File: src/rtl/line_status_pkg.sv
package line_status_pkg;

    typedef enum logic {
        LINE_HDLC = 1'b0,
        LINE_UART = 1'b1
    } line_mode_e;

    typedef enum logic {
        DIAG_NORMAL = 1'b0,
        DIAG_SOFT   = 1'b1
    } diag_mode_e;

    typedef struct packed {
        logic idle;
        logic cd;
        logic cts;
    } line_status_t;

    localparam int HDLC_IDLE_RUN = 15;
    localparam int UART_LEN_MIN  = 9;
    localparam int UART_LEN_MAX  = 13;

    // Restrict a programmed character length to the supported window.
    function automatic int clamp_char_len(input int len);
        if (len < UART_LEN_MIN) begin
            return UART_LEN_MIN;
        end
        if (len > UART_LEN_MAX) begin
            return UART_LEN_MAX;
        end
        return len;
    endfunction

endpackage

File: src/rtl/ls_sync2.sv
module ls_sync2 #(
    parameter int WIDTH  = 2,
    parameter int STAGES = 2
) (
    input  logic             clk,
    input  logic             rst,
    input  logic [WIDTH-1:0] din,
    output logic [WIDTH-1:0] dout
);

    logic [WIDTH-1:0] stage_q [STAGES];

    for (genvar g = 0; g < STAGES; g++) begin : g_stage
        if (g == 0) begin : g_first
            always_ff @(posedge clk) begin
                if (rst) begin
                    stage_q[g] <= '0;
                end else begin
                    stage_q[g] <= din;
                end
            end
        end else begin : g_next
            always_ff @(posedge clk) begin
                if (rst) begin
                    stage_q[g] <= '0;
                end else begin
                    stage_q[g] <= stage_q[g-1];
                end
            end
        end
    end

    assign dout = stage_q[STAGES-1];

endmodule

File: src/rtl/ls_run_counter.sv
module ls_run_counter #(
    parameter int CNT_W = 4
) (
    input  logic             clk,
    input  logic             rst,
    input  logic             enable,
    input  logic             strobe,
    input  logic             bit_in,
    input  logic [CNT_W-1:0] threshold,
    output logic             run_met
);

    logic [CNT_W-1:0] count_q;

    always_ff @(posedge clk) begin
        if (rst || !enable) begin
            count_q <= '0;
        end else if (strobe) begin
            if (!bit_in) begin
                count_q <= '0;
            end else if (count_q < threshold) begin
                count_q <= count_q + 1'b1;
            end
        end
    end

    assign run_met = (count_q >= threshold);

    AST_ZERO_CLEARS: assert property (@(posedge clk) disable iff (rst)
        (enable && strobe && !bit_in) |=> (count_q == '0));

    AST_HOLD_NO_STROBE: assert property (@(posedge clk) disable iff (rst)
        (enable && !strobe) |=> $stable(count_q));

    AST_NO_WRAP: assert property (@(posedge clk) disable iff (rst)
        (enable && strobe && bit_in && run_met) |=> (run_met || !$stable(threshold)));

    AST_DISABLED_ZERO: assert property (@(posedge clk) disable iff (rst)
        !enable |=> (count_q == '0));

endmodule

File: src/rtl/ls_change_detect.sv
module ls_change_detect #(
    parameter int WIDTH = 3
) (
    input  logic             clk,
    input  logic             rst,
    input  logic [WIDTH-1:0] nxt,
    output logic [WIDTH-1:0] cur_q,
    output logic             chg_q
);

    always_ff @(posedge clk) begin
        if (rst) begin
            cur_q <= '0;
            chg_q <= 1'b0;
        end else begin
            cur_q <= nxt;
            chg_q <= (nxt != cur_q);
        end
    end

    AST_PULSE_MEANS_CHANGE: assert property (@(posedge clk) disable iff (rst)
        chg_q |-> (cur_q != $past(cur_q)));

    AST_CHANGE_MEANS_PULSE: assert property (@(posedge clk) disable iff (rst)
        (cur_q != $past(cur_q)) |-> chg_q);

endmodule

File: src/rtl/line_idle_status.sv
module line_idle_status
    import line_status_pkg::*;
#(
    parameter int LEN_W       = 4,
    parameter int CNT_W       = 4,
    parameter int SYNC_STAGES = 2
) (
    input  logic             clk,
    input  logic             rst,
    input  logic             bit_en,
    input  logic             rx_bit,
    input  logic             cd_pin,
    input  logic             cts_pin,
    input  logic             mode_sel,
    input  logic             diag_soft,
    input  logic [LEN_W-1:0] char_len,
    input  logic             mux_mode,
    input  logic             rx_enable,
    input  logic             tx_enable,
    output logic             idle_stat,
    output logic             cd_stat,
    output logic             cts_stat,
    output logic             stat_change
);

    localparam int ST_W = $bits(line_status_t);

    line_mode_e       line_mode;
    diag_mode_e       diag_mode;
    logic [1:0]       pins_sync;
    logic             cd_sync;
    logic             cts_sync;
    logic [CNT_W-1:0] threshold;
    logic             line_idle;
    line_status_t     st_next;
    line_status_t     st_cur;
    logic [ST_W-1:0]  st_cur_vec;

    assign line_mode = line_mode_e'(mode_sel);
    assign diag_mode = diag_mode_e'(diag_soft);

    ls_sync2 #(
        .WIDTH  (2),
        .STAGES (SYNC_STAGES)
    ) u_pin_sync (
        .clk  (clk),
        .rst  (rst),
        .din  ({cd_pin, cts_pin}),
        .dout (pins_sync)
    );

    assign cd_sync  = pins_sync[1];
    assign cts_sync = pins_sync[0];

    always_comb begin
        if (line_mode == LINE_UART) begin
            threshold = CNT_W'(clamp_char_len(int'(char_len)));
        end else begin
            threshold = CNT_W'(HDLC_IDLE_RUN);
        end
    end

    ls_run_counter #(
        .CNT_W (CNT_W)
    ) u_run (
        .clk       (clk),
        .rst       (rst),
        .enable    (rx_enable),
        .strobe    (bit_en),
        .bit_in    (rx_bit),
        .threshold (threshold),
        .run_met   (line_idle)
    );

    always_comb begin
        st_next = '0;
        if (rx_enable) begin
            if (diag_mode == DIAG_NORMAL && !cd_sync) begin
                st_next.idle = 1'b1;
            end else begin
                st_next.idle = line_idle;
            end
            st_next.cd = cd_sync && !mux_mode;
        end
        st_next.cts = tx_enable && cts_sync && !mux_mode;
    end

    ls_change_detect #(
        .WIDTH (ST_W)
    ) u_chg (
        .clk   (clk),
        .rst   (rst),
        .nxt   (st_next),
        .cur_q (st_cur_vec),
        .chg_q (stat_change)
    );

    assign st_cur    = line_status_t'(st_cur_vec);
    assign idle_stat = st_cur.idle;
    assign cd_stat   = st_cur.cd;
    assign cts_stat  = st_cur.cts;

    AST_MUX_QUIET: assert property (@(posedge clk) disable iff (rst)
        mux_mode |=> (!cd_stat && !cts_stat));

    AST_NO_CARRIER_IDLE: assert property (@(posedge clk) disable iff (rst)
        (rx_enable && !diag_soft && !cd_sync) |=> idle_stat);

    AST_RX_OFF_QUIET: assert property (@(posedge clk) disable iff (rst)
        !rx_enable |=> (!idle_stat && !cd_stat));

    AST_TX_OFF_QUIET: assert property (@(posedge clk) disable iff (rst)
        !tx_enable |=> !cts_stat);

endmodule

File: config.mk
export PLATFORM = sky130hd
export DESIGN_NAME = line_idle_status
export DESIGN_NICKNAME = d
export VERILOG_FILES = /design/src/rtl/line_status_pkg.sv /design/src/rtl/ls_sync2.sv /design/src/rtl/ls_run_counter.sv /design/src/rtl/ls_change_detect.sv /design/src/rtl/line_idle_status.sv
export SDC_FILE = /design/constraint.sdc
export NUM_CORES = 1
export LEC_CHECK = 0
export BUFFER_PORTS_ARGS = -buffer_cell sky130_fd_sc_hd__buf_2
export CORE_MARGIN = 5
export CORE_UTILIZATION = 43
export DETAILED_ROUTE_END_ITERATION = 12
export PLACE_DENSITY_LB_ADDON = 0.25
export SYNTH_ARGS = -nofsm -noshare
export SYNTH_HDL_FRONTEND = slang
export SYNTH_SLANG_ARGS = --single-unit
File: constraint.sdc
create_clock -name clk -period 1.4 [get_ports clk]
set_input_delay 0.14 -clock clk [delete_from_list [all_inputs] [get_ports clk]]
set_output_delay 0.14 -clock clk [all_outputs]
set_load 0.01 [all_outputs]
==> flow_summary.yaml, run 1 <==
final_layout:
  syn2layout_area_growth_pct: 50.8
  multi_input_area_um2: 463
  fin_nets: 117
  final-seq-area_um2: 243
  postLayoutCoreUtil_pct: 70.2
  drive_above_1_share_pct: 50.0
  antenna_cells: 0
  nFillCells: 111
  stdcell_count: 111
outcome:
  violations: "setup timing"
  status: "finished with violations"
cts:
  cts_tree: "yes"
  clock-sinks: 12
  clk_pin_slew_worst_paths_ns: 0.07
  cts_buffers: 3
  htreeDepth: 1
  insertion_delay_ns: 0.27
  root_buffer: "clkbuf_4"
  clk_path_buf_depth: 2
grt:
  grt_pass1_wl_mm: 2.27
  antenna_found_initial: 0
  grt_pass1_vias: 561
  grt_usage_pct: 14.5
  grt_max_degree: 10
  grt-ovfl-total: 0
critical_path:
  crit_top_cell: "a21oi_2"
  cp-start-kind: "flip-flop"
  critPathRequiredTime_ns: 1.61
  worstPathArrival_ns: 1.69
  cp_top_family: "simple AND/OR/NAND/NOR gates"
  crit_chain: "ha_4 -> nor2b_4 -> o211ai_4 -> a21oi_2 -> or3_1 -> a21oi_2"
  cp-end-kind: "flip-flop"
  worstSetupPathType: "flip-flop to flip-flop"
  cp_slowest_cell: "dfxtp_2"
  slowest_delay_ns: 0.35
  worstPathMaxFanout: 4
  crit_buf_inv: 0
sta:
  fin_ws_ns: -0.0830
  fin_crit_sh_pct: 106
  fmax_mhz: 674
  rsz0062_at_grt: "true"
  finalWorstPathRequiredPeriod_ns: 1.48
  finClkSkew_ns: 0.00351
  hold_viol: 0
  slew_viol_final: 0
  whs_ns: 0.0832
  finalSetupViolations: 2
synthesis:
  synthTopCellsByCount: "12 x dfxtp_1, 7 x a21oi_1, 5 x ha_1, 5 x inv_1, 5 x nor2b_1"
  syn_nets: 87
  synth_ff_type: "dfxtp_1"
  ys_ff_latch: 12
  netlist_instances: 67
  synthDistinctLibCells: 26
  ys_async_sr_fraction_pct: 0
  yosys.area.top_type: "dfxtp_1"
  synth.most_common_cell: "dfxtp_1"
  yosysTopAreaCellShare_pct: 39.2
  yosysWarnings: 0
  avgSynthCellArea_um2: 9.15
  synth.area.top_cells: "dfxtp_1 39%, ha_1 10%, a21oi_1 5.7%"
  syn_area_um2: 613
  synth_edf_count: 0
  ys_seq_area_share_pct: 39.2
floorplan:
  die_area_um2: 2280
  ioPinCount: 19
  start_util_pct: 46.5
  die_h_um: 47.8
  dieWidth_um: 47.8
  core_um2: 1320
  rows: 13
drt:
  firstDrtPassIters: 4
  wl_per_cell_um: 12.2
  ant_nets: 0
  wirelength_mm: 1.35
  drc: 0
  vias: 576
  drt-initial-drc-count: 9
  avgViaCountPerCell: 5.19
placed_design:
  dp_cells: 105
  io_buffers: 18
  dpl.hpwl_mm: 1.02
  globalplace.congestion: 0.711
job:
  cap_viol_max_count: 0
pwr:
  switching_share_pct: 23.2
  p_seq_share_pct: 47.5
  power_frac_comb_pct: 17.5
  p_sw_uw: 175
  power_density_nw_per_um2: 816
  ir_drop_uv: 615
  p_leak_uw: 0.000370
  internal-power_uw: 579
  p_clk_share_pct: 35.0
min_path:
  hp-class: "input port to flip-flop"
==> layout by cell type, fill, tap and decap left out, types with 2 or more instances in the layout <==
cell type	synthesis	final
buf_2	0	18
dfxtp_1	12	10
buf_4	0	7
nor2b_1	5	5
a21oi_1	7	4
ha_4	0	4
inv_1	5	3
a21oi_2	1	3
nor2_1	3	3
nor3_1	3	3
xnor2_1	3	3
clkbuf_4	0	3
nand4_1	2	2
o21ai_0	2	2
or3_1	2	2
nand2_1	3	2
dfxtp_2	0	2
==> registers in the layout, indices dropped and copies added, names as in the netlist <==
name and flops:
u_chg.chg_q 1, u_chg.cur_q 3, u_pin_sync.stage_q 4, u_run.count_q 4
==> power by group through the flow <==
| stage | Combinational [uW] | Clock [uW] | Sequential (uW) |
|---|---|---|---|
| 5_1_grt | 148 | 296 | 360 |
| 3_3_place_gp | 108 | 0 | 366 |
| 4_1_cts | 123 | 273 | 358 |
| 6_report | 132 | 264 | 359 |
| 3_5_place_dp | 110 | 0 | 366 |
| 2_1_floorplan | 56.2 | 0 | 369 |
==> repair_timing <==
action | 4_1_cts | 5_1_grt
cloned | 0 | 0
setup endpoints to repair | 4 | 5
hold buffers | 0 | 0
buffers inserted | 1 | 1
gates resized for setup | 6 | 6
pin swaps | 3 | 4
==> logic make-up (layout without fill, tap and decap cells) <==
| group | after synthesis | count (layout) | synth area share, % |
|---|---|---|---|
| compound gates | 17 | 17 | 18.6 |
| xor+xnor | 4 | 4 | 5.72 |
| fa+ha+maj | 5 | 5 | 10.2 |
| buf+inv | 5 | 34 | 3.06 |
| flops | 12 | 12 | 39.2 |
| other cells | 1 | 1 | 0.612 |
| simple gates | 23 | 23 | 22.7 |
==> stage by stage <==
stage          setup TNS (ns)  area, um^2  setup WS (ns)  power, uW
2_1_floorplan         -0.0735         648        -0.0368        425
3_3_place_gp           -0.923         795         -0.224        473
3_5_place_dp            -1.11         795         -0.261        476
4_1_cts                -0.147         893        -0.0763        754
5_1_grt                -0.418         925         -0.149        804
6_report               -0.153         925        -0.0830        755
==> per-layer routing <==
layer  part of all wire (%)  wire, um  track usage [%]  up-vias
li1                       -         -                -      299
met1                     44       590             18.0      256
met2                     46       627             22.7       21
met3                    9.8       132             7.14        0
met4                      0         0             3.23        0
met5                      0         0                0        -
==> cell type report <==
cell class / count / area share (%)
Clock buffer: 4 / 3.92
Sequential cell: 12 / 26.3
Inverter: 5 / 2.30
Tap cell: 15 / 2.03
Multi-Input combinational cell: 50 / 50.1
Timing Repair Buffer: 25 / 15.4
==> worst paths after layout <==
kind | from | to | slack, ns | cells after the start
worst max register to register | u_run.count_q[1] | u_run.count_q[2] | -0.08 | 6
worst min-delay path | mux_mode | u_chg.cur_q[1] | 0.08 | 2
worst min register to register | u_pin_sync.stage_q[0][0] | u_pin_sync.stage_q[1][0] | 0.44 | 1
worst max-delay path | u_run.count_q[1] | u_run.count_q[2] | -0.08 | 6
==> worst register-to-register path, stage by stage, from the launching register on <==
cell      delay [ns]
dfxtp_2         0.35
ha_4            0.20
nor2b_4         0.12
o211ai_4        0.21
a21oi_2         0.10
or3_1           0.33
a21oi_2         0.12
Power figures use the tool's default switching activity.
==> run 2, diff against run 1 <==
--- a/config.mk
+++ b/config.mk
@@ -6,9 +6,9 @@
 export NUM_CORES = 1
 export LEC_CHECK = 0
 export BUFFER_PORTS_ARGS = -buffer_cell sky130_fd_sc_hd__buf_2
-export CORE_MARGIN = 5
-export CORE_UTILIZATION = 43
+export CORE_AREA = 5 5 42 44
 export DETAILED_ROUTE_END_ITERATION = 12
+export DIE_AREA = 0 0 47 49
 export PLACE_DENSITY_LB_ADDON = 0.25
 export SYNTH_ARGS = -nofsm -noshare
 export SYNTH_HDL_FRONTEND = slang
==> constraint.sdc (replaced) <==
create_clock -name clk -period 1.8 [get_ports clk]
set_input_delay 0.18 -clock clk [delete_from_list [all_inputs] [get_ports clk]]
set_output_delay 0.18 -clock clk [all_outputs]
set_load 0.01 [all_outputs]
==> run 2 against run 1 <==
Net effect:
- the run now ends clean
- clock power decreased by 19%
- power decreased by 25%
- die area increased by 0.96%
- routed wire length decreased by 9.3%
- setup slack improved by 0.22 ns
- sequential share of layout area increased by 4.8 points
- critical path depth unchanged
- first-iteration DRC count decreased by 44%
- final area decreased by 16%
- hold slack improved by 0.045 ns
- sequential cell count unchanged
- clock skew about the same
- critical endpoint is now u_run.count_q[3]
- largest cell class unchanged
==> flow_summary.yaml, run 2 (synthesis gave the netlist of run 1 again) <==
outcome:
  status: "completed"
drt:
  drt-initial-drc-count: 5
  ant_nets: 0
  firstDrtPassIters: 4
  vias: 544
  wirelength_mm: 1.23
  avgViaCountPerCell: 5.08
  wl_per_cell_um: 11.4
  drc: 0
pwr:
  switching_share_pct: 23.3
  p_clk_share_pct: 37.9
  internal-power_uw: 433
  power_frac_comb_pct: 12.7
  ir_drop_uv: 405
  p_seq_share_pct: 49.5
  p_sw_uw: 131
  power_density_nw_per_um2: 728
  p_leak_uw: 0.000346
  finalPower_uw: 564
sta:
  tns_ns: 0
  rsz0062_at_grt: "false"
  finClkSkew_ns: 0.00362
  fin_crit_sh_pct: 92.4
  finalWorstPathRequiredPeriod_ns: 1.66
  fin_ws_ns: 0.136
  slew_viol_final: 0
  fmax_mhz: 601
  finalSetupViolations: 0
  hold_viol: 0
placed_design:
  globalplace.congestion: 0.759
  io_buffers: 18
  dpl.hpwl_mm: 1.01
  pre_cts_ws_ns: 0.0589
cts:
  clk_path_buf_depth: 2
  cts_buffers: 3
  clock-sinks: 12
  clk_pin_slew_worst_paths_ns: 0.08
  cts_tree: "yes"
  cts_setup_buffers: 0
  insertion_delay_ns: 0.27
  cts_resized: 0
  postCtsHoldBufs: 0
  htreeDepth: 1
  root_buffer: "clkbuf_4"
critical_path:
  worstPathArrival_ns: 1.87
  rrSetupSlack_ns: 0.14
  r2r_end: "u_run.count_q[3]"
  cp-end-kind: "flip-flop"
  critPathRequiredTime_ns: 2.00
  rr_startpoint: "u_run.count_q[1]"
  slowest_delay_ns: 0.36
  worstSetupPathType: "flip-flop to flip-flop"
  worstPathMaxFanout: 4
  crit_start: "u_run.count_q[1]"
  crit_chain: "ha_1 -> nor2b_4 -> o211ai_2 -> a21oi_2 -> or3_1 -> a21oi_1"
  reg2regPathDepth: 6
  cp-start-kind: "flip-flop"
  cp_slowest_cell: "dfxtp_1"
final_layout:
  antenna_cells: 0
  layout_commonest_cell: "buf_2"
  fin_nets: 112
  syn2layout_area_growth_pct: 26.3
  layout_common_cells: "18 x buf_2, 12 x dfxtp_1, 7 x a21oi_1"
  largestRegisters: "u_pin_sync.stage_q x4, u_run.count_q x4, u_chg.cur_q x3"
  nFillCells: 143
  drive_above_1_share_pct: 30.8
grt:
  antenna_found_initial: 0
  grt_max_degree: 10
  grt_pass1_vias: 515
  grt-ovfl-total: 0
  grt_pass1_wl_mm: 2.11
  grt_usage_pct: 12.0
floorplan:
  die_area_um2: 2300
  die_h_um: 49
  ioPinCount: 19
  dieWidth_um: 47
  rows: 14
  core_um2: 1400
  start_util_pct: 43.7
min_path:
  whs_endpoint: "u_pin_sync.stage_q[0][0]"
  min-delay-start: "cts_pin"
  holdPathStages: 2
  hp-class: "input port to flip-flop"
job:
  cap_viol_max_count: 0
run 2: how the worst max path moves through the flow:
stage	endpoint	cells past startpoint	slack, ns
after floorplan	u_run.count_q[2]	6	0.25
after global placement	u_run.count_q[3]	9	0.11
after detailed placement	u_run.count_q[3]	9	0.06
after CTS	u_run.count_q[3]	6	0.14
after global routing	u_run.count_q[2]	6	0.06
final	u_run.count_q[3]	6	0.14
run 2: per-stage QoR:
stage	area, um^2	hold WS [ns]	instances	util, %
floorplan	613	0.249	67	-
global placement	738	0.388	103	52.7
detailed placement	738	0.408	103	52.7
CTS	774	0.130	107	55.3
global route	774	0.130	107	55.3
finish	774	0.128	107	55.3
run 2: cell type report:
type	instances	area [um^2]	area share (%)
multi-input combinational	50	354	45.7
sequential	12	240	31.0
timing repair buffer	20	105	13.6
clock buffer	4	36.3	4.68
tap	16	20.0	2.58
inverter	5	18.8	2.42
run 2: power groups by stage:
stage          registers [uW]  clock network, uW  logic, uW
5_1_grt                   281                239       81.1
6_report                  279                214       71.4
2_1_floorplan             286                  0       38.4
4_1_cts                   279                219       72.3
3_3_place_gp              285                  0       70.7
3_5_place_dp              285                  0       72.0
run 2: routing by layer:
metal / vias to the layer above / share of wire (%) / global-route usage, %
met5: - / 0 / 0
met4: 0 / 0 / 1.38
met3: 0 / 6.0 / 4.43
met2: 11 / 46 / 18.8
met1: 245 / 48 / 16.0
li1: 288 / - / -
run 2: worst max-delay path, delay by kind of cell (launching register included):
| family | cells | cell delay, ns |
|---|---|---|
| AND/OR/NAND/NOR | 2 | 0.48 |
| flip-flops | 1 | 0.36 |
| adder cells (fa/ha/maj) | 1 | 0.32 |
| AO/OA/AOI/OAI | 3 | 0.44 |
==> run 3, diff against run 2 <==
--- a/config.mk
+++ b/config.mk
@@ -10,6 +10,7 @@
 export DETAILED_ROUTE_END_ITERATION = 12
 export DIE_AREA = 0 0 47 49
 export PLACE_DENSITY_LB_ADDON = 0.25
+export SKIP_CTS_REPAIR_TIMING = 1
 export SYNTH_ARGS = -nofsm -noshare
 export SYNTH_HDL_FRONTEND = slang
 export SYNTH_SLANG_ARGS = --single-unit
==> constraint.sdc (replaced) <==
create_clock -name clk -period 2.1 [get_ports clk]
set_input_delay 0.21 -clock clk [delete_from_list [all_inputs] [get_ports clk]]
set_output_delay 0.21 -clock clk [all_outputs]
set_load 0.01 [all_outputs]
==> run 3 against run 2 <==
Net effect:
- first-iteration DRC count is 40% lower
- combinational power is 16% lower
- sequential share of layout area is 0.61 points higher
- register-to-register slack better by 0.28 ns
- sequential cell count stayed put
- maximum frequency is 0.97% lower
- clock power is 12% lower
- utilization is 1.1 points lower
- critical path depth is 1 lower
==> flow_summary.yaml, run 3 (synthesis gave the netlist of run 1 again) <==
placed_design:
  io_buffers: 18
  placed_area_um2: 723
  dpl.hpwl_um: 954
  globalplace.congestion: 0.823
critical_path:
  worstSetupPathType: "flip-flop to flip-flop"
  critPathRequiredTime_ns: 2.32
  worstPathMaxFanout: 4
  worstPathArrival_ns: 1.90
  cp-end-kind: "flip-flop"
  rr_startpoint: "u_run.count_q[3]"
  crit_start: "u_run.count_q[3]"
  cp-start-kind: "flip-flop"
drt:
  avgViaCountPerCell: 5.08
  wirelength_mm: 1.20
  drc: 0
  firstDrtPassIters: 4
  ant_nets: 0
  wl_per_cell_um: 11.4
  vias: 533
  drt-initial-drc-count: 3
final_layout:
  drive_above_1_share_pct: 29.2
  layout_common_cells: "18 x buf_2, 12 x dfxtp_1, 7 x a21oi_1"
  antenna_cells: 0
  syn2layout_area_growth_pct: 23.9
  nFillCells: 137
  layout_commonest_cell: "buf_2"
  fin_nets: 110
  largestRegisters: "u_pin_sync.stage_q x4, u_run.count_q x4, u_chg.cur_q x3"
  fin_area_um2: 759
grt:
  antenna_found_initial: 0
  grt_usage_pct: 12.1
  grt_max_degree: 10
  grt_pass1_vias: 501
  grt-ovfl-total: 0
  grt_pass1_wl_mm: 2.03
cts:
  root_buffer: "clkbuf_4"
  cts_tree: "yes"
  insertion_delay_ns: 0.28
  clk_pin_slew_worst_paths_ns: 0.08
  htreeDepth: 1
  clock-sinks: 12
  cts_buffers: 3
  clk_path_buf_depth: 2
pwr:
  p_leak_uw: 0.000337
  p_sw_uw: 117
  ir_drop_uv: 319
  power_frac_comb_pct: 12.4
  switching_share_pct: 24.0
  p_seq_share_pct: 48.9
  internal-power_uw: 371
  power_density_nw_per_um2: 643
  p_clk_share_pct: 38.7
sta:
  hold_viol: 0
  fin_crit_sh_pct: 80.0
  slew_viol_final: 0
  finClkSkew_ns: 0.00532
  fmax_mhz: 595
  rsz0062_at_grt: "false"
  finalWorstPathRequiredPeriod_ns: 1.68
  finalSetupViolations: 0
  tns_ns: 0
outcome:
  status: "completed"
floorplan:
  dieWidth_um: 47
  rows: 14
  ioPinCount: 19
  core_um2: 1400
  start_util_pct: 43.7
  die_area_um2: 2300
  die_h_um: 49
min_path:
  hp-class: "input port to flip-flop"
  min-delay-start: "cts_pin"
job:
  cap_viol_max_count: 0
## run 3: cell types whose count changed in the layout (fill, tap and decap cells not counted)
| cell | delta |
|---|---|
| buf_4 | -2 |
## run 3: stage by stage
stage / total power, uW / hold WS [ns] / setup WS [ns] / std cells / util, %
after floorplan: 278 / 0.279 / 0.535 / 67 / -
after global placement: 304 / 0.418 / 0.352 / 101 / 51.6
after detailed placement: 305 / 0.425 / 0.286 / 101 / 51.6
after CTS: 496 / 0.131 / 0.424 / 105 / 54.2
after global routing: 519 / 0.128 / 0.317 / 105 / 54.2
final: 488 / 0.136 / 0.420 / 105 / 54.2
## run 3: metal layers
layer	share of wire, %	GRT usage, %	vias up
met5	0	0	-
met1	48	16.2	233
met3	6.3	3.32	2
met2	43	16.1	15
met4	2.1	8.29	0
li1	-	-	283
## run 3: layout make-up
type / count / area [um^2] / share of cell area [%]
multi-input cells: 50 / 354 / 46.6
flip-flops and latches: 12 / 240 / 31.6
repair buffers: 18 / 90.1 / 11.9
clock buffers: 4 / 36.3 / 4.78
well taps: 16 / 20.0 / 2.64
inverters: 5 / 18.8 / 2.47
## run 3: path summary, 6_finish.rpt
| check | cells after the start | slack, ns | endpoint |
|---|---|---|---|
| worst min register to register | 1 | 0.44 | u_pin_sync.stage_q[1][1] |
| worst min-delay path | 2 | 0.14 | u_pin_sync.stage_q[0][0] |
| worst max-delay path | 5 | 0.42 | u_run.count_q[3] |
| worst max register to register | 5 | 0.42 | u_run.count_q[3] |
## run 3: power by group through the flow
stage | logic, uW | clock network, uW | registers, uW
2_1_floorplan | 32.9 | 0 | 245
3_3_place_gp | 60.1 | 0 | 244
3_5_place_dp | 60.6 | 0 | 244
4_1_cts | 60.8 | 196 | 239
5_1_grt | 68.5 | 210 | 240
6_report | 60.3 | 189 | 239
## run 3: worst max-delay path: stages, from the launching register on
cell     delay (ns)
dfxtp_1        0.33
ha_1           0.34
a21oi_1        0.31
a21oi_2        0.13
or3_1          0.36
a21oi_1        0.14
